File: config.mk
export PLATFORM = sky130hd
export DESIGN_NAME = gpio_irqf_top
export DESIGN_NICKNAME = d
export VERILOG_FILES = /design/src/rtl/gpio_irqf_pkg.sv /design/src/rtl/gpio_irqf_regs.sv /design/src/rtl/gpio_irqf_filter.sv /design/src/rtl/gpio_irqf_outstage.sv /design/src/rtl/gpio_irqf_top.sv
export SDC_FILE = /design/constraint.sdc
export NUM_CORES = 1
export LEC_CHECK = 0
export ABC_AREA = 0
export ABC_CLOCK_PERIOD_IN_PS = 4450
export BUFFER_PORTS_ARGS = -buffer_cell sky130_fd_sc_hd__buf_2
export CAP_MARGIN = 30
export CORE_UTILIZATION = 62
export CTS_CLUSTER_DIAMETER = 60
export DETAILED_ROUTE_END_ITERATION = 16
export GPL_ROUTABILITY_DRIVEN = 0
export PLACE_DENSITY = 0.81
export SLEW_MARGIN = 20
export SYNTH_ARGS = -nofsm -noshare
export SYNTH_HDL_FRONTEND = slang
export SYNTH_SLANG_ARGS = --single-unit
File: constraint.sdc
create_clock -name clk -period 4.45 [get_ports clk]
set_input_delay 0.445 -clock clk [delete_from_list [all_inputs] [get_ports clk]]
set_output_delay 0.445 -clock clk [all_outputs]
set_load 0.005 [all_outputs]
File: src/rtl/gpio_irqf_pkg.sv
package gpio_irqf_pkg;

   localparam int unsigned MAX_LINES  = 24;
   localparam int unsigned BUS_W      = 32;
   localparam int unsigned ADDR_W     = 8;

   localparam logic [ADDR_W-1:0] OFS_ENABLE = 8'h90;
   localparam logic [ADDR_W-1:0] OFS_MODE   = 8'h94;
   localparam logic [ADDR_W-1:0] OFS_FILTEN = 8'h98;
   localparam logic [ADDR_W-1:0] OFS_PERIOD = 8'h9C;

   typedef enum logic [2:0] {
      SEL_NONE,
      SEL_ENABLE,
      SEL_MODE,
      SEL_FILTEN,
      SEL_PERIOD
   } reg_sel_e;

   function automatic reg_sel_e decode_addr(input logic [ADDR_W-1:0] a);
      reg_sel_e s;
      case (a)
         OFS_ENABLE: s = SEL_ENABLE;
         OFS_MODE:   s = SEL_MODE;
         OFS_FILTEN: s = SEL_FILTEN;
         OFS_PERIOD: s = SEL_PERIOD;
         default:    s = SEL_NONE;
      endcase
      return s;
   endfunction

endpackage

File: src/rtl/gpio_irqf_regs.sv
module gpio_irqf_regs
   import gpio_irqf_pkg::*;
#(
   parameter int unsigned NUM_LINES  = 24,
   parameter int unsigned PERIOD_W   = 8,
   parameter int unsigned PERIOD_RST = 255
) (
   input  logic                 clk,
   input  logic                 rst_n,
   input  logic                 bus_req,
   input  logic                 bus_wr,
   input  logic [ADDR_W-1:0]    bus_addr,
   input  logic [BUS_W-1:0]     bus_wdata,
   output logic [BUS_W-1:0]     bus_rdata,
   output logic [NUM_LINES-1:0] en_o,
   output logic [NUM_LINES-1:0] mode_o,
   output logic [NUM_LINES-1:0] fen_o,
   output logic [PERIOD_W-1:0]  period_o
);

   localparam logic [PERIOD_W-1:0] PERIOD_INIT = PERIOD_W'(PERIOD_RST);

   logic [NUM_LINES-1:0] en_q, mode_q, fen_q;
   logic [PERIOD_W-1:0]  period_q;
   logic [BUS_W-1:0]     en_rd, mode_rd, fen_rd, period_rd;
   logic [BUS_W-1:0]     rd_mux, rd_q;
   reg_sel_e             sel;

   assign sel = decode_addr(bus_addr);

   for (genvar b = 0; b < BUS_W; b++) begin : g_rd_lines
      if (b < NUM_LINES) begin : g_live
         assign en_rd[b]   = en_q[b];
         assign mode_rd[b] = mode_q[b];
         assign fen_rd[b]  = fen_q[b];
      end else begin : g_zero
         assign en_rd[b]   = 1'b0;
         assign mode_rd[b] = 1'b0;
         assign fen_rd[b]  = 1'b0;
      end
   end

   for (genvar b = 0; b < BUS_W; b++) begin : g_rd_period
      if (b < PERIOD_W) begin : g_live
         assign period_rd[b] = period_q[b];
      end else begin : g_zero
         assign period_rd[b] = 1'b0;
      end
   end

   always_comb begin
      case (sel)
         SEL_ENABLE: rd_mux = en_rd;
         SEL_MODE:   rd_mux = mode_rd;
         SEL_FILTEN: rd_mux = fen_rd;
         SEL_PERIOD: rd_mux = period_rd;
         default:    rd_mux = '0;
      endcase
   end

   always_ff @(posedge clk or negedge rst_n) begin
      if (!rst_n) begin
         en_q     <= '0;
         mode_q   <= '0;
         fen_q    <= '0;
         period_q <= PERIOD_INIT;
         rd_q     <= '0;
      end else begin
         if (bus_req && bus_wr) begin
            case (sel)
               SEL_ENABLE: en_q     <= bus_wdata[NUM_LINES-1:0];
               SEL_MODE:   mode_q   <= bus_wdata[NUM_LINES-1:0];
               SEL_FILTEN: fen_q    <= bus_wdata[NUM_LINES-1:0];
               SEL_PERIOD: period_q <= bus_wdata[PERIOD_W-1:0];
               default:    ;
            endcase
         end
         rd_q <= (bus_req && !bus_wr) ? rd_mux : '0;
      end
   end

   assign bus_rdata = rd_q;
   assign en_o      = en_q;
   assign mode_o    = mode_q;
   assign fen_o     = fen_q;
   assign period_o  = period_q;

endmodule

File: src/rtl/gpio_irqf_filter.sv
module gpio_irqf_filter #(
   parameter int unsigned PERIOD_W = 8
) (
   input  logic                clk,
   input  logic                rst_n,
   input  logic                din,
   input  logic                fen,
   input  logic [PERIOD_W-1:0] period,
   output logic                lvl_o,
   output logic                lvl_next_o,
   output logic                accept_o
);

   logic                lvl_q;
   logic [PERIOD_W-1:0] cnt_q;
   logic [PERIOD_W-1:0] lim;
   logic                differ;
   logic                accept;

   assign lim    = (period == '0) ? '0 : period - 1'b1;
   assign differ = din ^ lvl_q;
   assign accept = fen & differ & (cnt_q >= lim);

   always_ff @(posedge clk or negedge rst_n) begin
      if (!rst_n) begin
         lvl_q <= 1'b0;
         cnt_q <= '0;
      end else if (!fen) begin
         lvl_q <= din;
         cnt_q <= '0;
      end else if (!differ) begin
         cnt_q <= '0;
      end else if (accept) begin
         lvl_q <= din;
         cnt_q <= '0;
      end else begin
         cnt_q <= cnt_q + 1'b1;
      end
   end

   assign lvl_o      = lvl_q;
   assign lvl_next_o = fen ? (accept ? din : lvl_q) : din;
   assign accept_o   = accept;

endmodule

File: src/rtl/gpio_irqf_outstage.sv
module gpio_irqf_outstage (
   input  logic clk,
   input  logic rst_n,
   input  logic en,
   input  logic mode,
   input  logic lvl_next,
   input  logic accept,
   output logic irq_o
);

   logic irq_d, irq_q;

   always_comb begin
      if (mode) irq_d = ~(en & accept);
      else      irq_d = en & lvl_next;
   end

   always_ff @(posedge clk or negedge rst_n) begin
      if (!rst_n) irq_q <= 1'b0;
      else        irq_q <= irq_d;
   end

   assign irq_o = irq_q;

endmodule

File: src/rtl/gpio_irqf_top.sv
module gpio_irqf_top
   import gpio_irqf_pkg::*;
#(
   parameter int unsigned NUM_LINES  = 24,
   parameter int unsigned PERIOD_W   = 8,
   parameter int unsigned PERIOD_RST = 255
) (
   input  logic                 clk,
   input  logic                 rst_n,
   input  logic                 bus_req,
   input  logic                 bus_wr,
   input  logic [7:0]           bus_addr,
   input  logic [31:0]          bus_wdata,
   output logic [31:0]          bus_rdata,
   input  logic [NUM_LINES-1:0] line_in,
   output logic [NUM_LINES-1:0] irq_out
);

   if (NUM_LINES < 1 || NUM_LINES > MAX_LINES) begin : g_bad_lines
      $error("gpio_irqf_top: NUM_LINES out of range");
   end
   if (PERIOD_W < 1 || PERIOD_W > BUS_W) begin : g_bad_period_w
      $error("gpio_irqf_top: PERIOD_W out of range");
   end
   if (PERIOD_RST >= (64'd1 << PERIOD_W)) begin : g_bad_period_rst
      $error("gpio_irqf_top: PERIOD_RST does not fit PERIOD_W");
   end

   logic [NUM_LINES-1:0] en_q, mode_q, fen_q;
   logic [PERIOD_W-1:0]  period_q;
   logic [NUM_LINES-1:0] filt_lvl, lvl_next, accept;

   gpio_irqf_regs #(
      .NUM_LINES  (NUM_LINES),
      .PERIOD_W   (PERIOD_W),
      .PERIOD_RST (PERIOD_RST)
   ) regs_i (
      .clk       (clk),
      .rst_n     (rst_n),
      .bus_req   (bus_req),
      .bus_wr    (bus_wr),
      .bus_addr  (bus_addr),
      .bus_wdata (bus_wdata),
      .bus_rdata (bus_rdata),
      .en_o      (en_q),
      .mode_o    (mode_q),
      .fen_o     (fen_q),
      .period_o  (period_q)
   );

   for (genvar n = 0; n < NUM_LINES; n++) begin : g_line
      gpio_irqf_filter #(
         .PERIOD_W (PERIOD_W)
      ) filt_i (
         .clk        (clk),
         .rst_n      (rst_n),
         .din        (line_in[n]),
         .fen        (fen_q[n]),
         .period     (period_q),
         .lvl_o      (filt_lvl[n]),
         .lvl_next_o (lvl_next[n]),
         .accept_o   (accept[n])
      );

      gpio_irqf_outstage out_i (
         .clk      (clk),
         .rst_n    (rst_n),
         .en       (en_q[n]),
         .mode     (mode_q[n]),
         .lvl_next (lvl_next[n]),
         .accept   (accept[n]),
         .irq_o    (irq_out[n])
      );
   end

endmodule

==> reports/qor.csv, run 1 <==
stage,metric,value,unit
cells_and_area,P&R area growth vs syn,11.00,%
cells_and_area,"commonest non-fill, non-tap cell in the layout",dfrtp_1,
status,failing checks,negative hold slack,
flow_run,max-cap viol count,0,
sta,Pins Over Slew Limit,0,
cells_and_area,fin nets,2319,
cts,CTS tree,built,
cts,Post-CTS Hold Buffers,0,
global_route,global-route wire length before repair,77010,microns
worst_setup_path,crit path kind,flip-flop to flip-flop,
sta,transition time of the tightest slew-check pin,0.8731,ns
worst_setup_path,R2R Setup Slk,0.70,ns
worst_setup_path,Crit. End Element,flip-flop,
cells_and_area,final core occ,70.18,%
sta,final hold vios,1,
cells_and_area,fin cells,2461,
worst_setup_path,Bufs and invs on worst path,1,
pwr,Design Power,7475,uW
die,die area,33070,sq um
worst_setup_path,CP required,4.89,ns
place,dpl hpwl,30440,microns
detailed_routing,First DRT Iteration DRCs,873,
worst_setup_path,CP max FO,8,
detailed_routing,vias per cell,6.097,
cells_and_area,most frequent cells in the layout,"dfrtp_1, nor2_1, ha_1, nand3_1, xor2_1",
worst_setup_path,"delay-heaviest family, CP",simple AND/OR/NAND/NOR gates,
logic_synthesis,unique cell type count in the Yosys netlist,49,
cells_and_area,area taken by multi-input logic gates,10900,sq um
detailed_routing,routed wire length per instance,18.87,microns
worst_setup_path,startpoint types,flip-flop,
global_route,GRT overflow,0,
worst_setup_path,CP Cell Sequence,or4_1 > nor4_1 > mux2i_4 > buf_4 > ha_1 > a21oi_1 > o21ai_0 > a31oi_1 > nand3_1 > nor2_1,
detailed_routing,ANT nets after route,0,
detailed_routing,Detailed Route WL,46440,microns
cts,Worst-Skew Late Latency,0.53,ns
die,Initial Util,63.23,%
sta,clk_skew,0.01736,ns
cts,clock-pin slew on the worst setup and hold paths,0.06,ns
worst_setup_path,"Slowest-stage cell, CP",or4_1,
sta,RSZ-0062 raised after global routing,no,
worst_setup_path,R2R depth,10,
logic_synthesis,post-synthesis instance area,20050,sq um
logic_synthesis,ys flop type,dfrtp_1,
logic_synthesis,Syn Area/Cell,10.53,sq um
die,number of core rows,65,
cts,post_cts resized,0,
worst_setup_path,Slowest Stage Delay on Critical Path,0.57,ns
global_route,all-layer global routing usage,28.96,%
global_route,initial antenna violation count,0,
cts,post-CTS setup buffer count,0,
cts,Num CTS Buffers,38,
place,cell count after placement,2395,
die,Die Y,181.9,microns
logic_synthesis,register bit total from synthesis,344,
sta,Slew HR,41.79,%
cts,clk buf depth,3,
pwr,Power Dens Cells,335.8,nW/um^2
cells_and_area,Reg area,8618,sq um
sta,post-route setup TNS,0,ns
cells_and_area,share of cells above drive strength 1,16.51,%
logic_synthesis,"Seq/Total Area, Yosys",42.97,%
logic_synthesis,Post-synth ARST share,100.0,%
cells_and_area,fillcell total,2285,
detailed_routing,vias,15005,
worst_setup_path,CP arrival,4.18,ns
cts,CTS H-tree lvls,2,
pwr,Peak VDD IR,195.4,uV
sta,min Tclk post-route,3.746,ns
sta,final hold slack,-0.004489,ns
cells_and_area,ANT cells,0,
die,IO Pins,124,
sta,final period utilization,84.17,%
global_route,vias in the first global route,15572,
place,Port Buf Inserts,107,
worst_setup_path,Reg-to-Reg Start,regs_i.period_o[2]$_DFFE_PN1P_,
pwr,leak pwr,0.01047,uW
global_route,largest net degree at the start of global routing,112,
logic_synthesis,Syn Inst Count,1905,
detailed_routing,residual DRC count,0,
detailed_routing,first-pass detailed-route iteration total,5,
sta,achievable frequency,267.0,MHz
logic_synthesis,Post-synth EDFFs,0,
cts,root buf cell,clkbuf_16,
cts,clk sink count,344,
logic_synthesis,Yosys warning count,0,
die,Core ar.,31720,sq um
status,outcome,"finished, violations left",
sta,Final Setup Violations,0,
worst_hold_path,worst min-delay path class,primary input to asynchronous set/reset pin,
worst_setup_path,worst r2r dst,g_line[7].filt_i.cnt_q[6]$_DFF_PN0_,
die,die width,181.9,microns
-- stage by stage --
step / setup WS, ns / instance area, sq um / hold WS, ns
final: 0.7044 / 22260 / -0.004489
after global routing: 0.4236 / 22260 / 0.06083
after CTS: 0.7177 / 22240 / 0.02550
after detailed placement: 0.7564 / 21010 / 0.4970
after global placement: 0.8727 / 21010 / 0.4947
after floorplan: 0.7428 / 20080 / 0.1494
-- synthesized netlist by cell type (all sizes together), types with 12 or more instances --
cell type	n	area share, %
a21o	24	0.90
a21oi	100	2.5
a22oi	14	0.52
a31o	14	0.61
and3	58	1.8
buf	44	1.7
dfrtp	336	42
ha	217	14
inv	66	1.2
mux2	104	5.9
mux2i	18	0.90
nand2	62	1.2
nand2b	12	0.37
nand3	133	3.4
nand4	53	1.7
nand4b	39	1.7
nor2	242	4.5
nor2b	57	1.8
nor3	14	0.46
nor3b	14	0.52
o211ai	14	0.52
o21ai	24	0.60
xnor2	45	2.0
xor2	125	5.5
-- worst max-delay path by stage --
stage | from | end | slack, ns | cells past startpoint
after floorplan | regs_i.period_o[3]$_DFFE_PN1P_ | g_line[3].filt_i.lvl_o$_DFFE_PN0P_ | 0.74 | 9
after global placement | regs_i.period_o[2]$_DFFE_PN1P_ | g_line[7].filt_i.cnt_q[3]$_DFF_PN0_ | 0.87 | 10
after detailed placement | regs_i.period_o[0]$_DFFE_PN1P_ | g_line[4].filt_i.cnt_q[2]$_DFF_PN0_ | 0.76 | 11
after CTS | regs_i.period_o[0]$_DFFE_PN1P_ | g_line[4].filt_i.cnt_q[2]$_DFF_PN0_ | 0.72 | 11
after global routing | regs_i.period_o[2]$_DFFE_PN1P_ | g_line[7].filt_i.cnt_q[7]$_DFF_PN0_ | 0.42 | 10
final | regs_i.period_o[2]$_DFFE_PN1P_ | g_line[7].filt_i.cnt_q[6]$_DFF_PN0_ | 0.70 | 10
-- cell type report --
cell class                      instances  share of cell area, %
Clock inverter                          8                 0.3091
Inverter                               66                  1.113
Tap cell                              402                  2.260
Clock buffer                           57                  5.239
Timing Repair Buffer                  129                  3.417
Multi-Input combinational cell       1455                  48.95
Sequential cell                       344                  38.72
-- sequential cells by signal, indices dropped and copies added (netlist names) --
register	count
g_line.out_i.irq_o	24
regs_i.en_o	24
regs_i.mode_o	24
g_line.filt_i.lvl_o	24
regs_i.bus_rdata	24
regs_i.fen_o	24
g_line.filt_i.cnt_q	192
regs_i.period_o	8
-- power breakdown --
part | switching, uW | internal, uW | leakage (uW)
logic | 680 | 456 | 0.00515
clock network | 1250 | 1860 | 0.000614
registers | 52.7 | 3170 | 0.00471
-- metal layers --
metal	GRT usage, %	share of wire, %	up-vias
met3	3.991	4.4	137
met1	36.46	42	7446
met5	0	0	-
li1	-	-	7050
met4	12.37	4.2	0
met2	50.09	50	372
-- cell families (layout without fill, tap and decap cells) --
group,after synthesis,in the layout,synth area share (%)
multiplexers,130,130,7.674
flip-flops,344,344,42.97
XOR/XNOR,170,170,7.425
other,1,8,0.01870
buffers and inverters,113,260,3.007
adder cells (fa/ha/maj),217,217,13.54
AND/OR/NAND/NOR,709,709,18.42
AO/OA/AOI/OAI,221,221,6.938
Power figures use the tool's default switching activity.
==> run 2: changes to the inputs <==
--- a/config.mk
+++ b/config.mk
@@ -5,8 +5,8 @@
 export SDC_FILE = /design/constraint.sdc
 export NUM_CORES = 1
 export LEC_CHECK = 0
-export ABC_AREA = 0
-export ABC_CLOCK_PERIOD_IN_PS = 4450
+export ABC_AREA = 1
+export ABC_CLOCK_PERIOD_IN_PS = 3700
 export BUFFER_PORTS_ARGS = -buffer_cell sky130_fd_sc_hd__buf_2
 export CAP_MARGIN = 30
 export CORE_UTILIZATION = 62
==> constraint.sdc (replaced) <==
create_clock -name clk -period 3.7 [get_ports clk]
set_input_delay 0.37 -clock clk [delete_from_list [all_inputs] [get_ports clk]]
set_output_delay 0.37 -clock clk [all_outputs]
set_load 0.005 [all_outputs]
==> run 2 against run 1 <==
Against the previous run:
- the flow now finishes without violations
- non-clock buffer count rose by 10
- utilization rose by 0.63 points
- critical path depth rose by 5
- wire length rose by 6.2%
- largest power group is now clock
==> reports/qor.csv, run 2 <==
stage,metric,value,unit
status,outcome,finished clean,
sta,clk_skew,0.01539,ns
global_route,initial antenna violation count,2,
cells_and_area,P&R area growth vs syn,11.82,%
global_route,vias in the first global route,17336,
sta,final period utilization,89.97,%
detailed_routing,vias per cell,5.451,
cts,Num CTS Buffers,38,
worst_setup_path,startpoint types,flip-flop,
pwr,clock network power share,41.9,%
pwr,leak pwr,0.01205,uW
sta,final hold slack,0.1227,ns
place,dpl hpwl,33200,microns
cts,clk sink count,344,
die,die width,184.8,microns
sta,Final Setup Violations,0,
sta,fin worst setup slack,0.3712,ns
die,IO Pins,124,
logic_synthesis,Syn Inst Count,2616,
logic_synthesis,Post-synth top cells,"nand2_1, nor2_1, inv_1, dfrtp_1, ha_1",
cells_and_area,share of cells above drive strength 1,8.881,%
worst_setup_path,CP max FO,13,
pwr,sw frac,28.72,%
cts,clk buf depth,3,
cells_and_area,final core occ,70.81,%
pwr,Sequential Power Share,40.4,%
global_route,GRT overflow,0,
cells_and_area,max reg flops,192,
worst_setup_path,crit path kind,flip-flop to flip-flop,
pwr,Peak VDD IR,407.1,uV
sta,RSZ-0062 raised after global routing,no,
detailed_routing,First DRT Iteration DRCs,1035,
cells_and_area,fin nets,3025,
detailed_routing,Detailed Route WL,49310,microns
die,number of core rows,66,
logic_synthesis,most common cell in the netlist,nand2_1,
place,Port Buf Inserts,107,
global_route,global-route wire length before repair,81190,microns
logic_synthesis,Syn Area/Cell,7.916,sq um
cells_and_area,"Most flops, register",g_line.filt_i.cnt_q,
sta,post-route setup TNS,0,ns
flow_run,max-cap viol count,0,
logic_synthesis,"Seq/Total Area, Yosys",41.62,%
cts,CTS H-tree lvls,2,
logic_synthesis,register bit total from synthesis,344,
cts,Worst-Skew Late Latency,0.54,ns
worst_setup_path,CP required,4.15,ns
logic_synthesis,Post-synth EDFFs,0,
logic_synthesis,top-area cell type share of the netlist area,40.60,%
worst_setup_path,CP arrival,3.78,ns
place,Setup Slack @ Placement,0.1696,ns
pwr,internal power,6801,uW
logic_synthesis,"top cells by area, synth","dfrtp_1, ha_1, nand2_1, nor2_1, inv_1",
cts,clock-pin slew on the worst setup and hold paths,0.06,ns
die,Core ar.,32700,sq um
global_route,all-layer global routing usage,29.93,%
logic_synthesis,Yosys warning count,0,
pwr,Comb pwr share,17.7,%
detailed_routing,ANT nets after route,0,
pwr,Power Dens Cells,412.1,nW/um^2
cells_and_area,most frequent cells in the layout,"nand2_1, nor2_1, inv_1, dfrtp_1, ha_1",
place,cell count after placement,3140,
logic_synthesis,ys flop type,dfrtp_1,
sta,final hold vios,0,
cts,CTS tree,built,
logic_synthesis,leading area contributor after synthesis,dfrtp_1,
cells_and_area,"commonest non-fill, non-tap cell in the layout",nand2_1,
die,die area,34140,sq um
sta,min Tclk post-route,3.329,ns
sta,Pins Over Slew Limit,0,
detailed_routing,residual DRC count,0,
sta,transition time of the tightest slew-check pin,0.8433,ns
detailed_routing,vias,17518,
sta,achievable frequency,300.4,MHz
worst_setup_path,Crit. End Element,flip-flop,
logic_synthesis,unique cell type count in the Yosys netlist,35,
global_route,largest net degree at the start of global routing,108,
die,Die Y,184.8,microns
worst_hold_path,worst min-delay path class,primary input to flip-flop,
detailed_routing,first-pass detailed-route iteration total,5,
pwr,Psw,2741,uW
sta,Slew HR,43.78,%
logic_synthesis,post-synthesis instance area,20710,sq um
cts,root buf cell,clkbuf_16,
cells_and_area,fin cells,3214,
detailed_routing,routed wire length per instance,15.34,microns
logic_synthesis,Post-synth ARST share,100.0,%
die,Initial Util,63.33,%
run 2: cell count changes after synthesis, sizes merged, moves of 23 or more:
| cell | change |
|---|---|
| xnor2 | +23 |
| a21oi | -36 |
| inv | +283 |
| nor2b | -57 |
| and3 | -58 |
| nor2 | +149 |
| mux2 | -104 |
| nand2 | +579 |
| nand4b | -39 |
| xor2 | -83 |
| nand3 | +64 |
| o21ai | +92 |
run 2: worst paths after layout:
| kind | slack, ns | cells past startpoint | to | start |
|---|---|---|---|---|
| worst min register to register | 0.46 | 1 | g_line[0].filt_i.cnt_q[0]$_DFF_PN0_ | g_line[0].filt_i.cnt_q[0]$_DFF_PN0_ |
| worst max-delay path | 0.37 | 15 | g_line[13].filt_i.cnt_q[6]$_DFF_PN0_ | regs_i.period_o[0]$_DFFE_PN1P_ |
| worst min-delay path | 0.12 | 3 | regs_i.period_o[5]$_DFFE_PN1P_ | bus_wdata[5] |
| min in group asynchronous | 0.49 | 2 | g_line[0].filt_i.lvl_o$_DFFE_PN0P_ | rst_n |
| worst max register to register | 0.37 | 15 | g_line[13].filt_i.cnt_q[6]$_DFF_PN0_ | regs_i.period_o[0]$_DFFE_PN1P_ |
| max in group asynchronous | 2.28 | 3 | regs_i.period_o[7]$_DFFE_PN1P_ | rst_n |
run 2: per-stage QoR:
| step | instance area [sq um] | power [uW] |
|---|---|---|
| 2_1_floorplan | 20730 | 5021 |
| 3_3_place_gp | 21770 | 5463 |
| 3_5_place_dp | 21800 | 5579 |
| 4_1_cts | 23140 | 9584 |
| 5_1_grt | 23150 | 9989 |
| 6_report | 23160 | 9542 |
run 2: area by class of cell:
cell class | count | area, sq um
fillers | 2507 | 9544
clock buffers | 56 | 1182
multi-input cells | 1868 | 10440
inverters | 349 | 1310
repair buffers | 139 | 899.6
clock inverters | 14 | 151.4
well taps | 442 | 553.0
diodes | 2 | 5.005
flip-flops and latches | 344 | 8618
run 2: logic make-up (layout without fill, tap and decap cells):
group | count (synthesis) | in the layout | synth area share [%]
adders and majority gates | 217 | 217 | 13.11
xor gates and xnor gates | 110 | 110 | 4.652
and+or+nand+nor | 1314 | 1314 | 26.34
DFF | 344 | 344 | 41.62
buffers and inverters | 411 | 558 | 8.259
AOI/OAI and AO/OA | 219 | 219 | 6.000
other | 1 | 10 | 0.01811
run 2: what timing repair did:
action / CTS / global route
setup endpoints to repair: 0 / 0
hold buffers: 1 / 0
buffers inserted: 0 / 0
hold endpoints to repair: 92 / 0
resized for setup: 0 / 0
run 2: per-layer routing:
layer | global-route usage, % | up-vias | share of wire [%]
li1 | - | 8592 | -
met1 | 36.34 | 8257 | 41
met2 | 52.41 | 521 | 49
met3 | 4.268 | 148 | 5.5
met4 | 13.88 | 0 | 4.1
met5 | 0 | - | 0
run 2: worst max-delay path: stages (launching register included):
cell and delay [ns]:
dfstp_2 0.57, inv_1 0.07, ha_1 0.22, nand2_1 0.11, nor2_1 0.10, inv_1 0.12
nor3_1 0.07, a21oi_2 0.42, buf_6 0.23, buf_4 0.30, ha_1 0.29, nand2_1 0.07
nor2_1 0.04, nand2_1 0.12, nand3_1 0.28, a21oi_1 0.21
run 2: power groups by stage:
stage | Sequential, uW | Clock [uW] | Combinational (uW)
finish | 3860 | 4000 | 1690
global route | 3860 | 4200 | 1930
CTS | 3860 | 4050 | 1680
detailed placement | 3920 | 0 | 1660
global placement | 3920 | 0 | 1540
floorplan | 3910 | 0 | 1110
